[src/rtl/updn_timer_pkg.sv]
package updn_timer_pkg;
  localparam logic [2:0] MODE_TIMER = 3'b001;
  typedef enum logic {DIR_DOWN = 1'b0, DIR_UP = 1'b1} dir_e;
endpackage

[src/rtl/ut_sync.sv]
module ut_sync #(
  parameter int WIDTH  = 1,
  parameter int STAGES = 2
) (
  input  logic             clk_i,
  input  logic             rst_ni,
  input  logic [WIDTH-1:0] d_i,
  output logic [WIDTH-1:0] q_o
);
  logic [STAGES-1:0][WIDTH-1:0] stage_q;

  for (genvar s = 0; s < STAGES; s++) begin : g_stage
    always_ff @(posedge clk_i or negedge rst_ni) begin
      if (!rst_ni) begin
        stage_q[s] <= '0;
      end else if (s == 0) begin
        stage_q[s] <= d_i;
      end else begin
        stage_q[s] <= stage_q[(s == 0) ? 0 : s-1];
      end
    end
  end

  assign q_o = stage_q[STAGES-1];
endmodule

[src/rtl/ut_edge.sv]
module ut_edge (
  input  logic clk_i,
  input  logic rst_ni,
  input  logic lvl_i,
  output logic rise_o
);
  logic prev_q;

  always_ff @(posedge clk_i or negedge rst_ni) begin
    if (!rst_ni) prev_q <= 1'b0;
    else         prev_q <= lvl_i;
  end

  assign rise_o = lvl_i & ~prev_q;

  // a rise cannot repeat on consecutive cycles
  assert_tick_single_R1: assert property (@(posedge clk_i) disable iff (!rst_ni)
    rise_o |=> !rise_o);
endmodule

[src/rtl/ut_core.sv]
module ut_core
  import updn_timer_pkg::*;
#(
  parameter int WIDTH = 16
) (
  input  logic             clk_i,
  input  logic             rst_ni,
  input  logic             clear_i,
  input  logic             run_i,
  input  logic             tick_i,
  input  dir_e             dir_i,
  input  logic [WIDTH-1:0] period_i,
  output logic [WIDTH-1:0] count_o,
  output logic             event_o
);
  localparam logic [WIDTH-1:0] ZERO = '0;
  localparam logic [WIDTH-1:0] ONE  = WIDTH'(1);

  logic [WIDTH-1:0] count_q, count_d;
  logic             event_q, event_d;
  logic             step;

  assign step = run_i & tick_i;

  always_comb begin
    count_d = count_q;
    event_d = 1'b0;
    if (clear_i) begin
      count_d = ZERO;
    end else if (step) begin
      if (dir_i == DIR_UP) begin
        if (count_q == period_i) begin
          count_d = ZERO;
          event_d = 1'b1;
        end else begin
          count_d = count_q + ONE;
        end
      end else begin
        if (count_q == ZERO) begin
          count_d = period_i;
          event_d = 1'b1;
        end else begin
          count_d = count_q - ONE;
        end
      end
    end
  end

  always_ff @(posedge clk_i or negedge rst_ni) begin
    if (!rst_ni) begin
      count_q <= ZERO;
      event_q <= 1'b0;
    end else begin
      count_q <= count_d;
      event_q <= event_d;
    end
  end

  assign count_o = count_q;
  assign event_o = event_q;

  assert_up_wrap_R2: assert property (@(posedge clk_i) disable iff (!rst_ni)
    (!clear_i && step && dir_i == DIR_UP && count_q == period_i)
      |=> (count_q == ZERO && event_q));

  assert_down_reload_R3: assert property (@(posedge clk_i) disable iff (!rst_ni)
    (!clear_i && step && dir_i == DIR_DOWN && count_q == ZERO)
      |=> (count_q == $past(period_i) && event_q));

  assert_event_pulse_R4: assert property (@(posedge clk_i) disable iff (!rst_ni)
    event_q |=> !event_q);

  assert_hold_R7: assert property (@(posedge clk_i) disable iff (!rst_ni)
    (!clear_i && !run_i) |=> ($stable(count_q) && !event_q));

  assert_clear_R9: assert property (@(posedge clk_i) disable iff (!rst_ni)
    clear_i |=> (count_q == ZERO && !event_q));
endmodule

[src/rtl/updn_timer.sv]
module updn_timer
  import updn_timer_pkg::*;
#(
  parameter int WIDTH       = 16,
  parameter int SYNC_STAGES = 2
) (
  input  logic             clk_i,
  input  logic             rst_ni,
  input  logic             clear_i,
  input  logic [2:0]       mode_i,
  input  logic             dir_bit_i,
  input  logic             dir_src_i,
  input  logic             ext_clk_i,
  input  logic             ext_dir_i,
  input  logic [WIDTH-1:0] period_i,
  output logic [WIDTH-1:0] count_o,
  output logic             event_o
);
  logic [1:0] raw_in, sync_out;
  logic       tick;
  logic       run;
  dir_e       dir;

  assign raw_in = {ext_dir_i, ext_clk_i};

  ut_sync #(.WIDTH(2), .STAGES(SYNC_STAGES)) u_sync (
    .clk_i (clk_i),
    .rst_ni(rst_ni),
    .d_i   (raw_in),
    .q_o   (sync_out)
  );

  ut_edge u_edge (
    .clk_i (clk_i),
    .rst_ni(rst_ni),
    .lvl_i (sync_out[0]),
    .rise_o(tick)
  );

  assign run = (mode_i == MODE_TIMER);
  assign dir = dir_e'(dir_src_i ? sync_out[1] : dir_bit_i);

  ut_core #(.WIDTH(WIDTH)) u_core (
    .clk_i   (clk_i),
    .rst_ni  (rst_ni),
    .clear_i (clear_i),
    .run_i   (run),
    .tick_i  (tick),
    .dir_i   (dir),
    .period_i(period_i),
    .count_o (count_o),
    .event_o (event_o)
  );

  assert_reset_R10: assert property (@(posedge clk_i)
    !rst_ni |-> (count_o == '0 && !event_o));
endmodule

[config.mk]
export PLATFORM = sky130hd
export DESIGN_NAME = updn_timer
export DESIGN_NICKNAME = d
export VERILOG_FILES = /design/src/rtl/updn_timer_pkg.sv /design/src/rtl/ut_sync.sv /design/src/rtl/ut_edge.sv /design/src/rtl/ut_core.sv /design/src/rtl/updn_timer.sv
export SDC_FILE = /design/constraint.sdc
export NUM_CORES = 1
export LEC_CHECK = 0
export BUFFER_PORTS_ARGS = -buffer_cell sky130_fd_sc_hd__buf_2
export CAP_MARGIN = 20
export CORE_ASPECT_RATIO = 1.25
export CORE_UTILIZATION = 30
export CTS_CLUSTER_SIZE = 8
export DETAILED_ROUTE_END_ITERATION = 8
export GPL_TIMING_DRIVEN = 0
export HOLD_SLACK_MARGIN = 0.06
export SYNTH_ARGS = -nofsm -noshare
export SYNTH_HDL_FRONTEND = slang
export SYNTH_SLANG_ARGS = --single-unit
[constraint.sdc]
create_clock -name clk_i -period 3.7 [get_ports clk_i]
set_clock_uncertainty 0.2 [all_clocks]
set_input_delay 0.74 -clock clk_i [delete_from_list [all_inputs] [get_ports clk_i]]
set_output_delay 0.74 -clock clk_i [all_outputs]
set_load 0.005 [all_outputs]
==> run metrics <==
status finished, final reports clean; post-synth top area share 26.3%; Mapped Area about 2100 um^2; Crit path arrival time ~2600 ps; Routed wire per std cell about 17 um; io pins 43; DR iter-0 viols around 220; Post-synth EDFFs 0; clock sinks 22; Fmax roughly 0.38 GHz; Setup CP Type register to register; number of setup buffers added after CTS 0; Fillers around 700; crit share post-route between 70 and 80%; Final TNS setup 0 ps; met2 routed WL between 3000 and 4000 um; PD cells around 270 nW/um^2; area of placed instances 2410 um^2; Sw Pwr between 0.2 and 0.25 mW; Final Hold Fails 0; Layout Nets 337; largest net degree at the start of global routing 23; leading area contributor after synthesis dfrtp_1; Placed Instances 390; compound-cell area share of the yosys netlist 20.3%; overall global routing resource usage between 10% and 20%; Final Hold Slack 158 ps; HPWL after DPL 5160 um; Worst-path clk slew around 90 ps; Core Area about 6600 um^2; Yosys cell types 55; GPL Wtd Cong approximately 0.94; Final ANT Viol Nets 0; H-tree levels 1; Synth async-reset ratio 100%; Final min period approximately 2600 ps; Post-Route WL about 6900 um; Clock Tree Root clkbuf_8; drc violations 0; pre-CTS WS between 900 and 1000 ps; Syn Inst Count 261; metal1 wirelength 2860 um; Antenna Cells 0; post-synthesis sequential area ratio between 20% and 30%; slew margin rel. 51.7%; fin area 2480 um^2; Syn Area/Cell 8.01 um^2; Die W 76.6 um; CTS Buf Count 3; slew at the pin closest to its max-slew limit slightly above 700 ps; Final Max Tran Viols 0; number of synthesized register bits 22; most frequent cell after synthesis dfrtp_1; worst skew pair latency ~270 ps; drt first pass iters 4; grt total ovfl 0; initial core utilization 31.4%; Reg power frac around 38%; Yosys warning count 0; Vias/cell between 5 and 6; hold_buf cts 0; RSZ-0062 raised after global routing no; Sw Ratio between 30% and 40%; Critical Path End Type register; Adder-Cell Fraction of Synth Area under 10%; crit-path max FO 7; crit start category register; DR top layer met4; layout cells sized above 1 a little over a quarter; Rows 33; top cells by area, synth dfrtp_1, xnor2_1, a21oi_1; Hold Crit Class register to register; global-route wire length before repair between 10,000 and 15,000 um; combinational power share 25.8%; Synth Flop Type dfrtp_1; max-capacitance violation count 0; met3 wire length roughly 330 um; Synth Area in Simple Gates about 28%; final setup vio count 0; initial antenna violation count 0; Layout area overhead 18.7%; Setup WS post-layout roughly 1100 ps; Synth Area in XOR/XNOR around an eighth; post-synthesis mux area share 2.22%; Peak VDD IR around 0.00013 V; Pint ~0.46 mW; Post-Syn Nets between 200 and 300; port buffer count 42; Die H ~95 um; Clock Tree Buf Depth 2; Required @ worst endpoint approximately 3700 ps; clock share of power between 30% and 40%; number of global-route vias before repair around 2,200; Die Area about 7300 um^2; Static Leak roughly 1.1 nW; most instantiated cells after synthesis dfrtp_1, xnor2_1, a21oi_1, nand2_1; CTS tree built; post-route insts no fill between 300 and 400; cts repair resizes 0; largest family of logic cells by synthesized area simple AND/OR/NAND/NOR gates; via count around 2,200
flip-flops by register name, summed over array words and instances (netlist names):
signal	count
u_sync.stage_q	2
u_sync.q_o	2
u_core.count_o	16
u_core.event_o	1
u_edge.prev_q	1
final timing paths:
kind / start / slack, ps / endpoint / depth (start not counted)
setup / recovery: u_core.count_o[0] / 1060 / u_core.count_o[7] / 10
min in group asynchronous: rst_ni / 220 / u_core.count_o[15] / 1
hold reg to reg: u_sync.stage_q[0] / 160 / u_sync.q_o[0] / 0
hold / removal: u_sync.stage_q[0] / 160 / u_sync.q_o[0] / 0
max in group asynchronous: rst_ni / 2730 / u_core.count_o[12] / 1
setup reg to reg: u_core.count_o[0] / 1060 / u_core.count_o[7] / 10
stage by stage:
step / utilization (%) / power (mW)
final: 37.3 / 0.658
after global routing: 37.3 / 0.694
after CTS: 37.3 / 0.664
after detailed placement: 36.2 / 0.421
after global placement: 36.2 / 0.421
after floorplan: - / 0.361
power by group through the flow:
| stage | Sequential, mW | Clock, mW | Combinational, mW |
|---|---|---|---|
| after global placement | 0.253 | 0 | 0.168 |
| after floorplan | 0.253 | 0 | 0.108 |
| after CTS | 0.249 | 0.247 | 0.168 |
| after global routing | 0.250 | 0.260 | 0.185 |
| after detailed placement | 0.254 | 0 | 0.167 |
| final | 0.249 | 0.239 | 0.169 |
area by class of cell:
cell class / instances / area [um^2] / area share, %
Timing Repair Buffer: 42 / 210 / 8.48
Buffer: 26 / 161 / 6.51
Multi-Input combinational cell: 206 / 1350 / 54.5
Inverter: 7 / 26.3 / 1.06
Sequential cell: 22 / 551 / 22.2
Clock inverter: 1 / 30.0 / 1.21
Clock buffer: 3 / 41.3 / 1.66
Tap cell: 87 / 109 / 4.39
cell usage in the layout (no fill, tap or decap), types with 4 or more instances in the layout:
cell      count
a211oi_1      4
inv_1         7
xnor2_1      20
a21oi_1      19
nor2_1       18
o21ai_0       5
nand2_1      19
dfrtp_1      22
nor3_1       18
nor4_1        9
nand3_1      13
buf_2        54
buf_6         5
o31ai_1       4
o21ai_1      11
clkbuf_1      6
nand4_1       8
worst max-delay path: stages (launching register included):
cell and delay (ps):
dfrtp_1 400, buf_2 170, inv_1 110, ha_1 200
nor3b_2 350, and4_1 240, buf_4 170, nor2_1 110
a211oi_1 350, a21oi_1 110, o21ai_1 170
cells by family (layout without fill, tap and decap cells):
logic type | Yosys count | in the layout
AO/OA/AOI/OAI | 66 | 66
XOR/XNOR | 26 | 26
adder cells (fa/ha/maj) | 3 | 3
buffers and inverters | 33 | 79
flip-flops | 22 | 22
multiplexers | 4 | 4
AND/OR/NAND/NOR | 107 | 107
per-layer routing:
metal  global-route usage, %  vias to the layer above
li1                        -                     1057
met1                    23.0                     1039
met2                    36.9                       85
met3                    2.30                       15
met4                    6.41                        0
met5                       0                        -
(Power assumes the default switching activity.)
